### src/rtl/gpb_pkg.sv
`timescale 1ns/1ps
// Shared definitions for the GPIO bank: register offsets and control reset value.
package gpb_pkg;
    localparam int ADDR_W = 3;

    typedef enum logic [ADDR_W-1:0] {
        REG_CTL = 3'd0,
        REG_DIR = 3'd1,
        REG_OUT = 3'd2,
        REG_PIN = 3'd3,
        REG_IEN = 3'd4
    } gpb_reg_e;

    // Bit 1 = block reset, bit 0 = clock enable; comes up parked.
    localparam logic [1:0] CTL_RESET_VAL = 2'b10;
endpackage

### src/rtl/gpb_sync.sv
`timescale 1ns/1ps
// Multi-stage input synchronizer with an advance enable.
// Assumes: STAGES >= 2; while adv is low every stage holds its value.
module gpb_sync #(
    parameter int W      = 16,
    parameter int STAGES = 2
) (
    input  logic         clk,
    input  logic         rst_n,
    input  logic         adv,
    input  logic [W-1:0] d,
    output logic [W-1:0] q
);
    logic [W-1:0] stg [STAGES];

    // Shift the chain by one stage whenever sampling is enabled.
    always_ff @(posedge clk) begin
        if (!rst_n) begin
            for (int i = 0; i < STAGES; i++) stg[i] <= '0;
        end else if (adv) begin
            stg[0] <= d;
            for (int i = 1; i < STAGES; i++) stg[i] <= stg[i-1];
        end
    end

    assign q = stg[STAGES-1];
endmodule

### src/rtl/gpb_regs.sv
`timescale 1ns/1ps
// Register file of the GPIO bank: control, direction, masked output,
// interrupt enable and a registered read port.
// Assumes: one access per cycle; bus_wdata upper half is the output mask.
module gpb_regs
    import gpb_pkg::*;
#(
    parameter int NPINS = 16,
    localparam int DATA_W = 2 * NPINS
) (
    input  logic              clk,
    input  logic              rst_n,
    input  logic              bus_sel,
    input  logic              bus_wr,
    input  logic [ADDR_W-1:0] bus_addr,
    input  logic [DATA_W-1:0] bus_wdata,
    input  logic [NPINS-1:0]  pin_state,
    output logic [DATA_W-1:0] bus_rdata,
    output logic              bus_rvalid,
    output logic              ctl_clk_en,
    output logic              ctl_rst,
    output logic [NPINS-1:0]  out_q,
    output logic [NPINS-1:0]  dir_q,
    output logic [NPINS-1:0]  ien_q
);
    logic [1:0]        ctl_q;
    logic              wr_hit;
    logic              rd_hit;
    logic [NPINS-1:0]  wmask;
    logic [NPINS-1:0]  wval;
    logic [DATA_W-1:0] rd_next;

    assign wr_hit     = bus_sel && bus_wr;
    assign rd_hit     = bus_sel && !bus_wr;
    assign wmask      = bus_wdata[DATA_W-1:NPINS];
    assign wval       = bus_wdata[NPINS-1:0];
    assign ctl_clk_en = ctl_q[0];
    assign ctl_rst    = ctl_q[1];

    // Control register: always writable, even while the block is in reset.
    always_ff @(posedge clk) begin
        if (!rst_n)                              ctl_q <= CTL_RESET_VAL;
        else if (wr_hit && bus_addr == REG_CTL)  ctl_q <= bus_wdata[1:0];
    end

    // Pin registers: cleared and locked while block reset is set.
    always_ff @(posedge clk) begin
        if (!rst_n || ctl_rst) begin
            out_q <= '0;
            dir_q <= '0;
            ien_q <= '0;
        end else if (wr_hit) begin
            if (bus_addr == REG_OUT) out_q <= (out_q & ~wmask) | (wval & wmask);
            if (bus_addr == REG_DIR) dir_q <= wval;
            if (bus_addr == REG_IEN) ien_q <= wval;
        end
    end

    // Read mux: unmapped offsets return zero.
    always_comb begin
        rd_next = '0;
        case (bus_addr)
            REG_CTL: rd_next[1:0]       = ctl_q;
            REG_DIR: rd_next[NPINS-1:0] = dir_q;
            REG_OUT: rd_next[NPINS-1:0] = out_q;
            REG_PIN: rd_next[NPINS-1:0] = pin_state;
            REG_IEN: rd_next[NPINS-1:0] = ien_q;
            default: rd_next            = '0;
        endcase
    end

    // Registered read response, one cycle after the request.
    always_ff @(posedge clk) begin
        if (!rst_n) begin
            bus_rdata  <= '0;
            bus_rvalid <= 1'b0;
        end else begin
            bus_rvalid <= rd_hit;
            if (rd_hit) bus_rdata <= rd_next;
        end
    end
endmodule

### src/rtl/gpb_irq.sv
`timescale 1ns/1ps
// Interrupt combine: lower pins pass straight through, upper pins are
// masked by their enables and OR-reduced into one shared request.
// Assumes: inputs are already synchronized; purely combinational.
module gpb_irq #(
    parameter int NPINS     = 16,
    parameter int SHARED_LO = 8,
    localparam int NSHARED  = NPINS - SHARED_LO
) (
    input  logic [NPINS-1:0]   pin_state,
    input  logic [NSHARED-1:0] ien_hi,
    input  logic               clk_en,
    output logic [SHARED_LO-1:0] irq_direct,
    output logic               irq_shared
);
    logic [NSHARED-1:0] qual;

    // One AND gate per shared pin.
    for (genvar g = 0; g < NSHARED; g++) begin : g_qual
        assign qual[g] = pin_state[SHARED_LO + g] & ien_hi[g];
    end

    assign irq_direct = pin_state[SHARED_LO-1:0];
    assign irq_shared = clk_en & (|qual);
endmodule

### src/rtl/gpb_bank.sv
`timescale 1ns/1ps
// Top of the 16-pin GPIO bank: register file, gated input synchronizer
// and interrupt combine. Assumes a single clock domain on the bus side.
module gpb_bank
    import gpb_pkg::*;
#(
    parameter int NPINS       = 16,
    parameter int SHARED_LO   = 8,
    parameter int SYNC_STAGES = 2,
    localparam int DATA_W     = 2 * NPINS
) (
    input  logic                 clk,
    input  logic                 rst_n,
    input  logic                 bus_sel,
    input  logic                 bus_wr,
    input  logic [ADDR_W-1:0]    bus_addr,
    input  logic [DATA_W-1:0]    bus_wdata,
    output logic [DATA_W-1:0]    bus_rdata,
    output logic                 bus_rvalid,
    input  logic [NPINS-1:0]     pin_in,
    output logic [NPINS-1:0]     pin_out,
    output logic [NPINS-1:0]     pin_oe,
    output logic [SHARED_LO-1:0] irq_direct,
    output logic                 irq_shared
);
    logic             ctl_clk_en;
    logic             ctl_rst;
    logic [NPINS-1:0] pin_state;
    logic [NPINS-1:0] ien_q;

    gpb_sync #(.W(NPINS), .STAGES(SYNC_STAGES)) u_sync (
        .clk   (clk),
        .rst_n (rst_n),
        .adv   (ctl_clk_en),
        .d     (pin_in),
        .q     (pin_state)
    );

    gpb_regs #(.NPINS(NPINS)) u_regs (
        .clk        (clk),
        .rst_n      (rst_n),
        .bus_sel    (bus_sel),
        .bus_wr     (bus_wr),
        .bus_addr   (bus_addr),
        .bus_wdata  (bus_wdata),
        .pin_state  (pin_state),
        .bus_rdata  (bus_rdata),
        .bus_rvalid (bus_rvalid),
        .ctl_clk_en (ctl_clk_en),
        .ctl_rst    (ctl_rst),
        .out_q      (pin_out),
        .dir_q      (pin_oe),
        .ien_q      (ien_q)
    );

    gpb_irq #(.NPINS(NPINS), .SHARED_LO(SHARED_LO)) u_irq (
        .pin_state  (pin_state),
        .ien_hi     (ien_q[NPINS-1:SHARED_LO]),
        .clk_en     (ctl_clk_en),
        .irq_direct (irq_direct),
        .irq_shared (irq_shared)
    );
endmodule

### config.mk
export PLATFORM = sky130hd
export DESIGN_NAME = gpb_bank
export DESIGN_NICKNAME = d
export VERILOG_FILES = /design/src/rtl/gpb_pkg.sv /design/src/rtl/gpb_sync.sv /design/src/rtl/gpb_regs.sv /design/src/rtl/gpb_irq.sv /design/src/rtl/gpb_bank.sv
export SDC_FILE = /design/constraint.sdc
export NUM_CORES = 1
export LEC_CHECK = 0
export BUFFER_PORTS_ARGS = -buffer_cell sky130_fd_sc_hd__buf_2
export CELL_PAD_IN_SITES_DETAIL_PLACEMENT = 1
export CELL_PAD_IN_SITES_GLOBAL_PLACEMENT = 1
export CORE_ASPECT_RATIO = 2
export CORE_MARGIN = 2
export CORE_UTILIZATION = 42
export DETAILED_ROUTE_END_ITERATION = 6
export GPL_ROUTABILITY_DRIVEN = 1
export PLACE_DENSITY_LB_ADDON = 0.1
export SLEW_MARGIN = 10
export SYNTH_ARGS = -nofsm -noshare
export SYNTH_HDL_FRONTEND = slang
export SYNTH_HIERARCHICAL = 1
export SYNTH_SLANG_ARGS = --single-unit
### constraint.sdc
create_clock -name clk -period 3.5 [get_ports clk]
set_input_delay 0 -clock clk [delete_from_list [all_inputs] [get_ports clk]]
set_output_delay 0 -clock clk [all_outputs]
set_load 0.01 [all_outputs]
==> flow_summary.json <==
{
  "cts_made_buffers": 9,
  "async_s_r_ff_share_synth_pct": 0,
  "avgRoutedWirePerCell_um": 18.9,
  "final_antenna_net_count": 0,
  "grt_pass1_wl_mm": 20.1,
  "power-per-cell-area_nw_per_um2": 415,
  "worstPathMaxFanout": 39,
  "number_of_cells_on_the_worst_reg_to_reg_path": 4,
  "grt_start_max_net_pins": 42,
  "hpwl_mm": 9.59,
  "grt.overflow.total": 0,
  "grt_antenna_before_repair": 0,
  "post_dp_cell_area_um2": 4820,
  "critical_path.endpoint_type": "flop",
  "design.core.area_um2": 10500,
  "clk_transition_reported_paths_ns": 0.07,
  "min_path_type": "in2reg",
  "layout.cells.non_filler": 706,
  "final_period_minus_worst_setup_slack_ns": 1.85,
  "timing.rr.start": "u_regs/ctl_q[1]",
  "design.die.area_um2": 11600,
  "final-setup-viol-count": 0,
  "drive_above_1_share_pct": 29.7,
  "htreeDepth": 3,
  "synth_sequential_area_ratio_pct": 51.2,
  "worst_pin_slew_ns": 1.20,
  "post_synthesis_cell_count": 450,
  "cap_viol_max_count": 0,
  "mean_instance_size_in_the_synthesized_netlist_um2": 9.99,
  "yosys-top-cells-area": "sky130_fd_sc_hd__dfxtp_1 30%, sky130_fd_sc_hd__edfxtp_1 21%, sky130_fd_sc_hd__buf_4 7.0%",
  "drt-pass1-iter-count": 4,
  "crit_required_ns": 3.67,
  "buffer_cell_driving_the_clock_tree_root": "sky130_fd_sc_hd__clkbuf_16",
  "whs_path_depth": 2,
  "route.detailed.vias_per_inst": 5.35,
  "tritoncts_clock_tree": "done",
  "number_of_enable_flip_flop_cells_after_synthesis": 32,
  "area_growth_syn_to_layout_pct": 23.8,
  "whs_endpoint": "u_sync/stg[0][10]",
  "postSynthRegisterBits": 99,
  "fin_area_um2": 5570,
  "ctsLongestPathBuffers": 2,
  "insertedDiodeCount": 0,
  "netlist-cell-type-count": 38,
  "detail_route.drc_violations": 0,
  "power.leakage_uw": 0.00234,
  "grt_setup_unrepaired": "no",
  "routed-via-count": 3775,
  "netlist.top_cell.by_area": "sky130_fd_sc_hd__dfxtp_1",
  "drt_iter0_markers": 240,
  "fp.dieW_um": 77.1,
  "initial_core_utilization_pct": 42.9,
  "routability_driven_placement_congestion_ratio": 0.782,
  "layout.nets": 619,
  "report.final.hold_viol_count": 0,
  "reg2reg_setup_slack_ns": 1.71,
  "worst_ir_drop_vdd_uv": 331,
  "min-delay-start": "pin_in[10]",
  "floorplan.die.height_um": 150,
  "dp_cells": 643,
  "synth.cell_area_um2": 4490,
  "synth.top_cell.area_share_pct": 29.8,
  "fillers": 1245,
  "cp.arrival_ns": 2.02,
  "slew_headroom_pct": 19.5,
  "io_pins": 129,
  "num_rows": 53,
  "synth.yosys.warnings": 6,
  "number_of_global_route_vias_before_repair": 3797,
  "run_status": "complete, no violations",
  "fin_tns_setup_ns": 0,
  "timing_worst_setup_path_type": "in2reg",
  "post-route-period-util_pct": 52.7,
  "grtUsageTotal_pct": 22.8,
  "postRouteWirelength_mm": 13.4,
  "clkLatencyLatePin_ns": 0.34,
  "port-buffer-count": 112,
  "worst_setup_path_start_kind": "primary input",
  "timing.rr.end": "u_regs/ien_q[4]",
  "fmax_ghz": 0.542,
  "ys_dominant_reg_cell": "sky130_fd_sc_hd__dfxtp_1",
  "timing_max_transition_violations_final": 0,
  "fin_worst_skew_ns": 0.00579,
  "cts_sinks": 99
}
-- critical path, cell delays in order --
cell	delay (ns)
sky130_fd_sc_hd__buf_2	0.52
sky130_fd_sc_hd__nand4_1	1.00
sky130_fd_sc_hd__nand3_1	0.35
sky130_fd_sc_hd__o21ai_0	0.13
-- cell usage in the layout, fill, tap and decap left out, types with 6 or more instances in the layout --
cell type                       instances
sky130_fd_sc_hd__a21oi_1               16
sky130_fd_sc_hd__a22oi_1               18
sky130_fd_sc_hd__a32o_1                14
sky130_fd_sc_hd__a32oi_1               15
sky130_fd_sc_hd__and3_2                32
sky130_fd_sc_hd__buf_2                112
sky130_fd_sc_hd__clkbuf_16              9
sky130_fd_sc_hd__conb_1                16
sky130_fd_sc_hd__dfxtp_1               67
sky130_fd_sc_hd__dlygate4sd3_1         47
sky130_fd_sc_hd__edfxtp_1              32
sky130_fd_sc_hd__mux2i_1               19
sky130_fd_sc_hd__nand2_1               83
sky130_fd_sc_hd__nand3_1               18
sky130_fd_sc_hd__o21ai_0               27
sky130_fd_sc_hd__o21ai_1                6
-- final cells by class --
type	instances	area, um^2	area share [%]
sequential	99	2300	41.4
clock inverter	7	51.3	0.922
tap	137	171	3.08
inverter	2	7.51	0.135
clock buffer	9	225	4.05
multi-input combinational	289	1750	31.4
timing repair buffer	163	1060	19.1
-- repair_timing --
action,4_1_cts,5_1_grt
hold endpoints to repair,55,0
buffers inserted,0,0
hold buffers,47,0
resized for setup,0,0
-- how the worst max path moves through the flow --
stage / end / from / slack (ns) / depth (start not counted)
after floorplan: u_sync/stg[0][0] / u_regs/ctl_q[0] / 1.96 / 1
after global placement: u_regs/ien_q[1] / bus_addr[0] / 1.48 / 5
after detailed placement: u_regs/ien_q[10] / bus_addr[2] / 1.34 / 4
after CTS: u_regs/ien_q[10] / bus_addr[0] / 1.70 / 5
after global routing: u_regs/ien_q[7] / bus_addr[2] / 1.41 / 4
final: u_regs/ien_q[12] / bus_addr[2] / 1.65 / 4
-- metrics by stage --
| stage | setup WS (ns) | utilization [%] | hold WS [ns] | power, uW |
|---|---|---|---|---|
| finish | 1.65 | 53.1 | 0.0190 | 2310 |
| global route | 1.41 | 53.1 | 0.00648 | 2390 |
| CTS | 1.70 | 53.1 | 0.0137 | 2320 |
| detailed placement | 1.34 | 46.0 | 0.264 | 1360 |
| global placement | 1.48 | 46.0 | 0.253 | 1360 |
| floorplan | 1.96 | - | 0.0619 | 1340 |
-- Yosys cell counts (2+ instances only) --
cell type	number
sky130_fd_sc_hd__buf_6	5
sky130_fd_sc_hd__nand3_1	18
sky130_fd_sc_hd__buf_2	13
sky130_fd_sc_hd__nand2b_1	2
sky130_fd_sc_hd__o21ai_1	6
sky130_fd_sc_hd__nor2b_1	2
sky130_fd_sc_hd__nand2_1	83
sky130_fd_sc_hd__nor3_1	2
sky130_fd_sc_hd__edfxtp_1	32
sky130_fd_sc_hd__a21oi_1	16
sky130_fd_sc_hd__a22oi_1	18
sky130_fd_sc_hd__clkbuf_1	11
sky130_fd_sc_hd__nor2b_2	2
sky130_fd_sc_hd__inv_1	2
sky130_fd_sc_hd__mux2i_1	19
sky130_fd_sc_hd__and3_2	32
sky130_fd_sc_hd__clkbuf_2	3
sky130_fd_sc_hd__dfxtp_1	67
sky130_fd_sc_hd__a32oi_1	15
sky130_fd_sc_hd__a32o_1	14
sky130_fd_sc_hd__o21ai_0	27
sky130_fd_sc_hd__buf_4	42
sky130_fd_sc_hd__a31oi_1	4
-- per-layer routing --
layer / GRT usage [%] / routed length [um] / vias up
met4: 10.3 / 446 / 0
met5: 0 / 0 / -
met3: 3.00 / 472 / 18
li1: - / - / 1799
met1: 22.5 / 4580 / 1846
met2: 45.9 / 7860 / 112
-- logic make-up after synthesis --
logic type             synth area share, %
multiplexers                          4.48
AND/OR/NAND/NOR                       17.5
flip-flops                            51.2
other                               0.0834
buffers and inverters                 11.2
XOR/XNOR                             0.195
AO/OA/AOI/OAI                         15.3
-- power by group --
group          leakage, uW  internal, uW  switching [uW]
logic              0.00133          75.7            95.8
registers         0.000871          1200            8.69
clock network     0.000136           488             439
total              0.00234          1760             544
Note: power is estimated with default switching activity, not from simulation.
